$ cat config.mk
export PLATFORM = sky130hd
export DESIGN_NAME = johnson_reconfig
export DESIGN_NICKNAME = d
export VERILOG_FILES = /design/src/rtl/johnson_reconfig_pkg.sv /design/src/rtl/johnson_reconfig_feedback.sv /design/src/rtl/johnson_reconfig_chain.sv /design/src/rtl/johnson_reconfig.sv
export SDC_FILE = /design/constraint.sdc
export NUM_CORES = 1
export LEC_CHECK = 0
export BUFFER_PORTS_ARGS = -buffer_cell sky130_fd_sc_hd__buf_2
export CELL_PAD_IN_SITES_DETAIL_PLACEMENT = 0
export CELL_PAD_IN_SITES_GLOBAL_PLACEMENT = 1
export CORE_AREA = 2 2 39 41
export CTS_BUF_LIST = sky130_fd_sc_hd__clkbuf_16
export DETAILED_ROUTE_END_ITERATION = 8
export DIE_AREA = 0 0 41 43
export PLACE_DENSITY = 0.59
export REMOVE_ABC_BUFFERS = 1
export SETUP_SLACK_MARGIN = 0.05
export SLEW_MARGIN = 30
export SYNTH_ARGS = -nofsm -noshare
export SYNTH_HDL_FRONTEND = slang
export SYNTH_SLANG_ARGS = --single-unit
$ cat constraint.sdc
create_clock -name clk -period 1 [get_ports clk]
set_input_delay 0.1 -clock clk [delete_from_list [all_inputs] [get_ports clk]]
set_output_delay 0.1 -clock clk [all_outputs]
set_load 0.05 [all_outputs]
$ cat src/rtl/johnson_reconfig_pkg.sv
package johnson_reconfig_pkg;

   typedef enum logic [1:0] {
      FB_INVERT = 2'd0,
      FB_PASS   = 2'd1,
      FB_ZERO   = 2'd2
   } fb_kind_e;

   function automatic fb_kind_e pick_feedback(input logic rotate_mode, input logic keep_fill);
      if (!rotate_mode)   return FB_INVERT;
      else if (keep_fill) return FB_PASS;
      else                return FB_ZERO;
   endfunction

endpackage

$ cat src/rtl/johnson_reconfig_feedback.sv
module johnson_reconfig_feedback
   import johnson_reconfig_pkg::*;
(
   input  fb_kind_e kind,
   input  logic     tail_bit,
   output logic     head_bit
);

   always_comb begin
      unique case (kind)
         FB_INVERT: head_bit = ~tail_bit;
         FB_PASS:   head_bit = tail_bit;
         default:   head_bit = 1'b0;
      endcase
   end

endmodule

$ cat src/rtl/johnson_reconfig_chain.sv
module johnson_reconfig_chain #(
   parameter int STAGES = 8
) (
   input  logic              clk,
   input  logic              rst,
   input  logic              enable,
   input  logic              head_bit,
   output logic [STAGES-1:0] q
);

   for (genvar i = 0; i < STAGES; i++) begin : g_stage
      logic d;
      if (i == 0) begin : g_head
         assign d = head_bit;
      end else begin : g_body
         assign d = q[i-1];
      end
      always_ff @(posedge clk) begin
         if (rst)         q[i] <= 1'b0;
         else if (enable) q[i] <= d;
      end
   end

   // state holds while the enable is low
   a_r6_hold: assert property (@(posedge clk) disable iff (rst)
      !enable |=> $stable(q));

   // reset clears every stage
   a_r7_reset_clear: assert property (@(posedge clk)
      rst |=> (q == '0));

endmodule

$ cat src/rtl/johnson_reconfig.sv
module johnson_reconfig
   import johnson_reconfig_pkg::*;
#(
   parameter int STAGES = 8
) (
   input  logic              clk,
   input  logic              rst,
   input  logic              enable,
   input  logic              rotate_mode,
   input  logic              keep_fill,
   output logic [STAGES-1:0] state,
   output logic              serial_out
);

   localparam int LAST = STAGES - 1;

   if (STAGES < 2) begin : g_bad_stages
      $error("johnson_reconfig: STAGES must be at least 2");
   end

   fb_kind_e kind;
   logic     head_bit;

   assign kind = pick_feedback(rotate_mode, keep_fill);

   johnson_reconfig_feedback u_fb (
      .kind     (kind),
      .tail_bit (state[LAST]),
      .head_bit (head_bit)
   );

   johnson_reconfig_chain #(.STAGES(STAGES)) u_chain (
      .clk      (clk),
      .rst      (rst),
      .enable   (enable),
      .head_bit (head_bit),
      .q        (state)
   );

   assign serial_out = state[LAST];

   // counting changes exactly one bit per step
   a_r2_single_change: assert property (@(posedge clk) disable iff (rst)
      (enable && !rotate_mode) |=> ($countones(state ^ $past(state)) == 1));

   // rotation keeps the number of ones
   a_r3_rotate_ones: assert property (@(posedge clk) disable iff (rst)
      (enable && rotate_mode && keep_fill) |=> ($countones(state) == $countones($past(state))));

   // zero fill puts a zero into the head stage
   a_r5_zero_head: assert property (@(posedge clk) disable iff (rst)
      (enable && rotate_mode && !keep_fill) |=> !state[0]);

   // counting head stage takes the inverse of the previous tail
   a_r1_invert_feedback: assert property (@(posedge clk) disable iff (rst)
      (enable && !rotate_mode) |=> (state[0] == !$past(state[LAST])));

endmodule

==> flow_summary.ini <==
[synth]
synth_fa_ha_area_share_pct = 0
synth_area_leaders = dfxtp_1 (44%), mux2i_1 (19%), buf_4 (17%), nor2_1 (8.3%), a211oi_2 (3.5%)
synth_top_family_by_area = buffers and inverters
synth_seq_cells = 8
synthSimpleGateAreaFrac_pct = 9.72
yosys_warnings = 0
synth.area.mux_share_pct = 19.4
synth_top_cell_by_area = dfxtp_1
synth_cell_types = 9
synth-xor-area-share_pct = 0
synthesis.area_um2 = 360
synth_compound_area_share_pct = 5.56
synthCells = 36
synth_top_area_share_pct = 44.4
synth.avg_cell_area_um2 = 10.0
ys_seq_area_share_pct = 44.4

[critical_path]
path_buf_inv = 1
cp_max_fo = 3
cp-start-kind = flip-flop
cp-end-kind = output port
reg2reg_slack_ns = 0.21
max_stage_delay_ns = 0.34
r2r-end = u_chain.g_stage[1].d
worstSetupPathType = reg2out
path_cells = clkbuf_4
crit_path_top_delay_cell = dfxtp_1
required_ns = 0.90
crit_arrival_ns = 0.82
reg2reg_from = u_chain.q[7]
ff2ff_path_depth = 2
crit_family = flip-flops

[pwr]
power.internal_uw = 866
pwr-share-comb_pct = 6.1
powerDensity_mw_per_mm2 = 2240
p_leak_nw = 0.223
seq_power_share_pct = 31.1
p_sw_uw = 200
peakVddDrop_mv = 1.19
power_mw = 1.07
switching_share_pct = 18.8
clkPwrFrac_pct = 62.8

[drt]
drtIter0Drc = 3
firstDrtPassIters = 3
totalWireLength_um = 571
ant_nets = 0
via_count = 237
remaining_drc_errors = 0
wl_per_cell_um = 9.84
viasPerCell = 4.09

[timing]
rsz0062_at_grt = no
finalSetupViolations = 0
setup_tns_ns = 0
hold_ws_ns = 0.138
clock_skew_ns = 0.00159
clock.fmax_mhz = 1090
finalMaxSlewViolations = 0
slew_headroom_pct = 84.3
min_period_over_period_pct = 91.6
worst_slack_ns = 0.0839
post-route-min-period_ns = 0.916
final_hold_viol_count = 0
tightest_slew_ns = 0.235

[floorplan]
io_pins = 14
dieArea_mm2 = 0.00176
fp-row-count = 14
initial_core_util_pct = 26.0
die_y_um = 43
die-width_um = 41
core_mm2 = 0.00138

[clock_tree]
cts_setup_buffers = 0
cts_root_buf = clkbuf_16
path_clk_slew_ns = 0.04
cts_made_buffers = 3
clk_latency_ns = 0.23
clk_path_buf_depth = 2
clock-sinks = 8
cts_tree = done
cts_htree_levels = 1
hold_buffers = 0

[global_routing]
grt_busiest_layer = met1
grtUsageMet2_pct = 9.38
met3_usage_pct = 7.85
grt_pass1_vias = 224
grt_pass1_wl_um = 897
overflow = 0
grt_max_degree = 10
use_met1_pct = 9.42
antenna_found_initial = 0
grt.total_usage_pct = 8.66

[layout]
num-fill-cells = 150
antenna_cells = 0
stdcell_area_um2 = 477
final_cells = 58
multi_input_area_um2 = 125
layout.area.seq_um2 = 161
final_util_pct = 34.4
area_growth_pct = 32.3
drive_above_1_share_pct = 42.9
layout.nets = 49

[place]
pre_cts_ws_ns = 0.211
io_buffers = 13
numPlacedInstances = 55
place_area_um2 = 370
gp_congestion = 0.541

[hold_path]
hold_class = in2reg
whs_path_depth = 2
hold_path.startpoint = rst
hold-path-endpoint = u_chain.g_stage[1].d

[status]
outcome = completed

[run]
max_cap_violations = 0
Yosys cell counts, drive strengths merged:
library cell / instances
dfxtp: 8
a211oi: 1
o21a: 1
mux2i: 7
buf: 10
nand3: 1
nor2: 8
cells in the final DEF, fill, tap and decap left out:
cell / count
a211oi_2: 1
nand3_1: 1
clkbuf_16: 3
mux2i_1: 7
o21a_1: 1
dfxtp_2: 1
buf_6: 2
clkbuf_4: 5
nor2_1: 8
buf_2: 4
dfxtp_1: 7
buf_4: 2
power groups by stage:
stage                     registers (mW)  clock network [mW]  logic, mW
after floorplan                    0.357                   0     0.0156
after detailed placement           0.336                   0     0.0631
after global routing               0.332               0.700     0.0698
final                              0.331               0.670     0.0652
after CTS                          0.331               0.692     0.0633
after global placement             0.337                   0     0.0632
cells by family after synthesis:
| family | Yosys count |
|---|---|
| compound gates | 2 |
| simple gates | 9 |
| mux | 7 |
| buf+inv | 10 |
| flops | 8 |
how the worst max path moves through the flow:
stage | end | startpoint | cells past startpoint
after global placement | u_chain.g_stage[1].d | u_chain.q[7] | 2
after detailed placement | u_chain.g_stage[1].d | u_chain.q[7] | 2
after global routing | state[2] | u_chain.g_stage[3].d | 1
final | state[1] | u_chain.g_stage[2].d | 1
after floorplan | u_chain.g_stage[1].d | u_chain.q[7] | 2
after CTS | state[7] | u_chain.q[7] | 1
area by class of cell:
cell class              count  share of cell area (%)
clock buffers               3                    15.7
flip-flops and latches      8                    33.9
well taps                  16                    4.20
multi-input cells          18                    26.2
repair buffers             13                    19.9
what timing repair did:
item / in CTS / in global routing
pin swaps: 0 / 0
endpoints found under the setup margin: 4 / 7
gates cloned: 0 / 0
resized for setup: 2 / 12
routing by layer:
metal / up-vias / wire length (µm)
met2: 12 / 224
met4: 0 / 10
met1: 101 / 274
met5: - / 0
li1: 122 / -
met3: 2 / 62
flip-flops by register name (all words and copies together), names as in the netlist:
name               flops
u_chain.q              1
u_chain.g_stage.d      7
(Power assumes the default switching activity.)
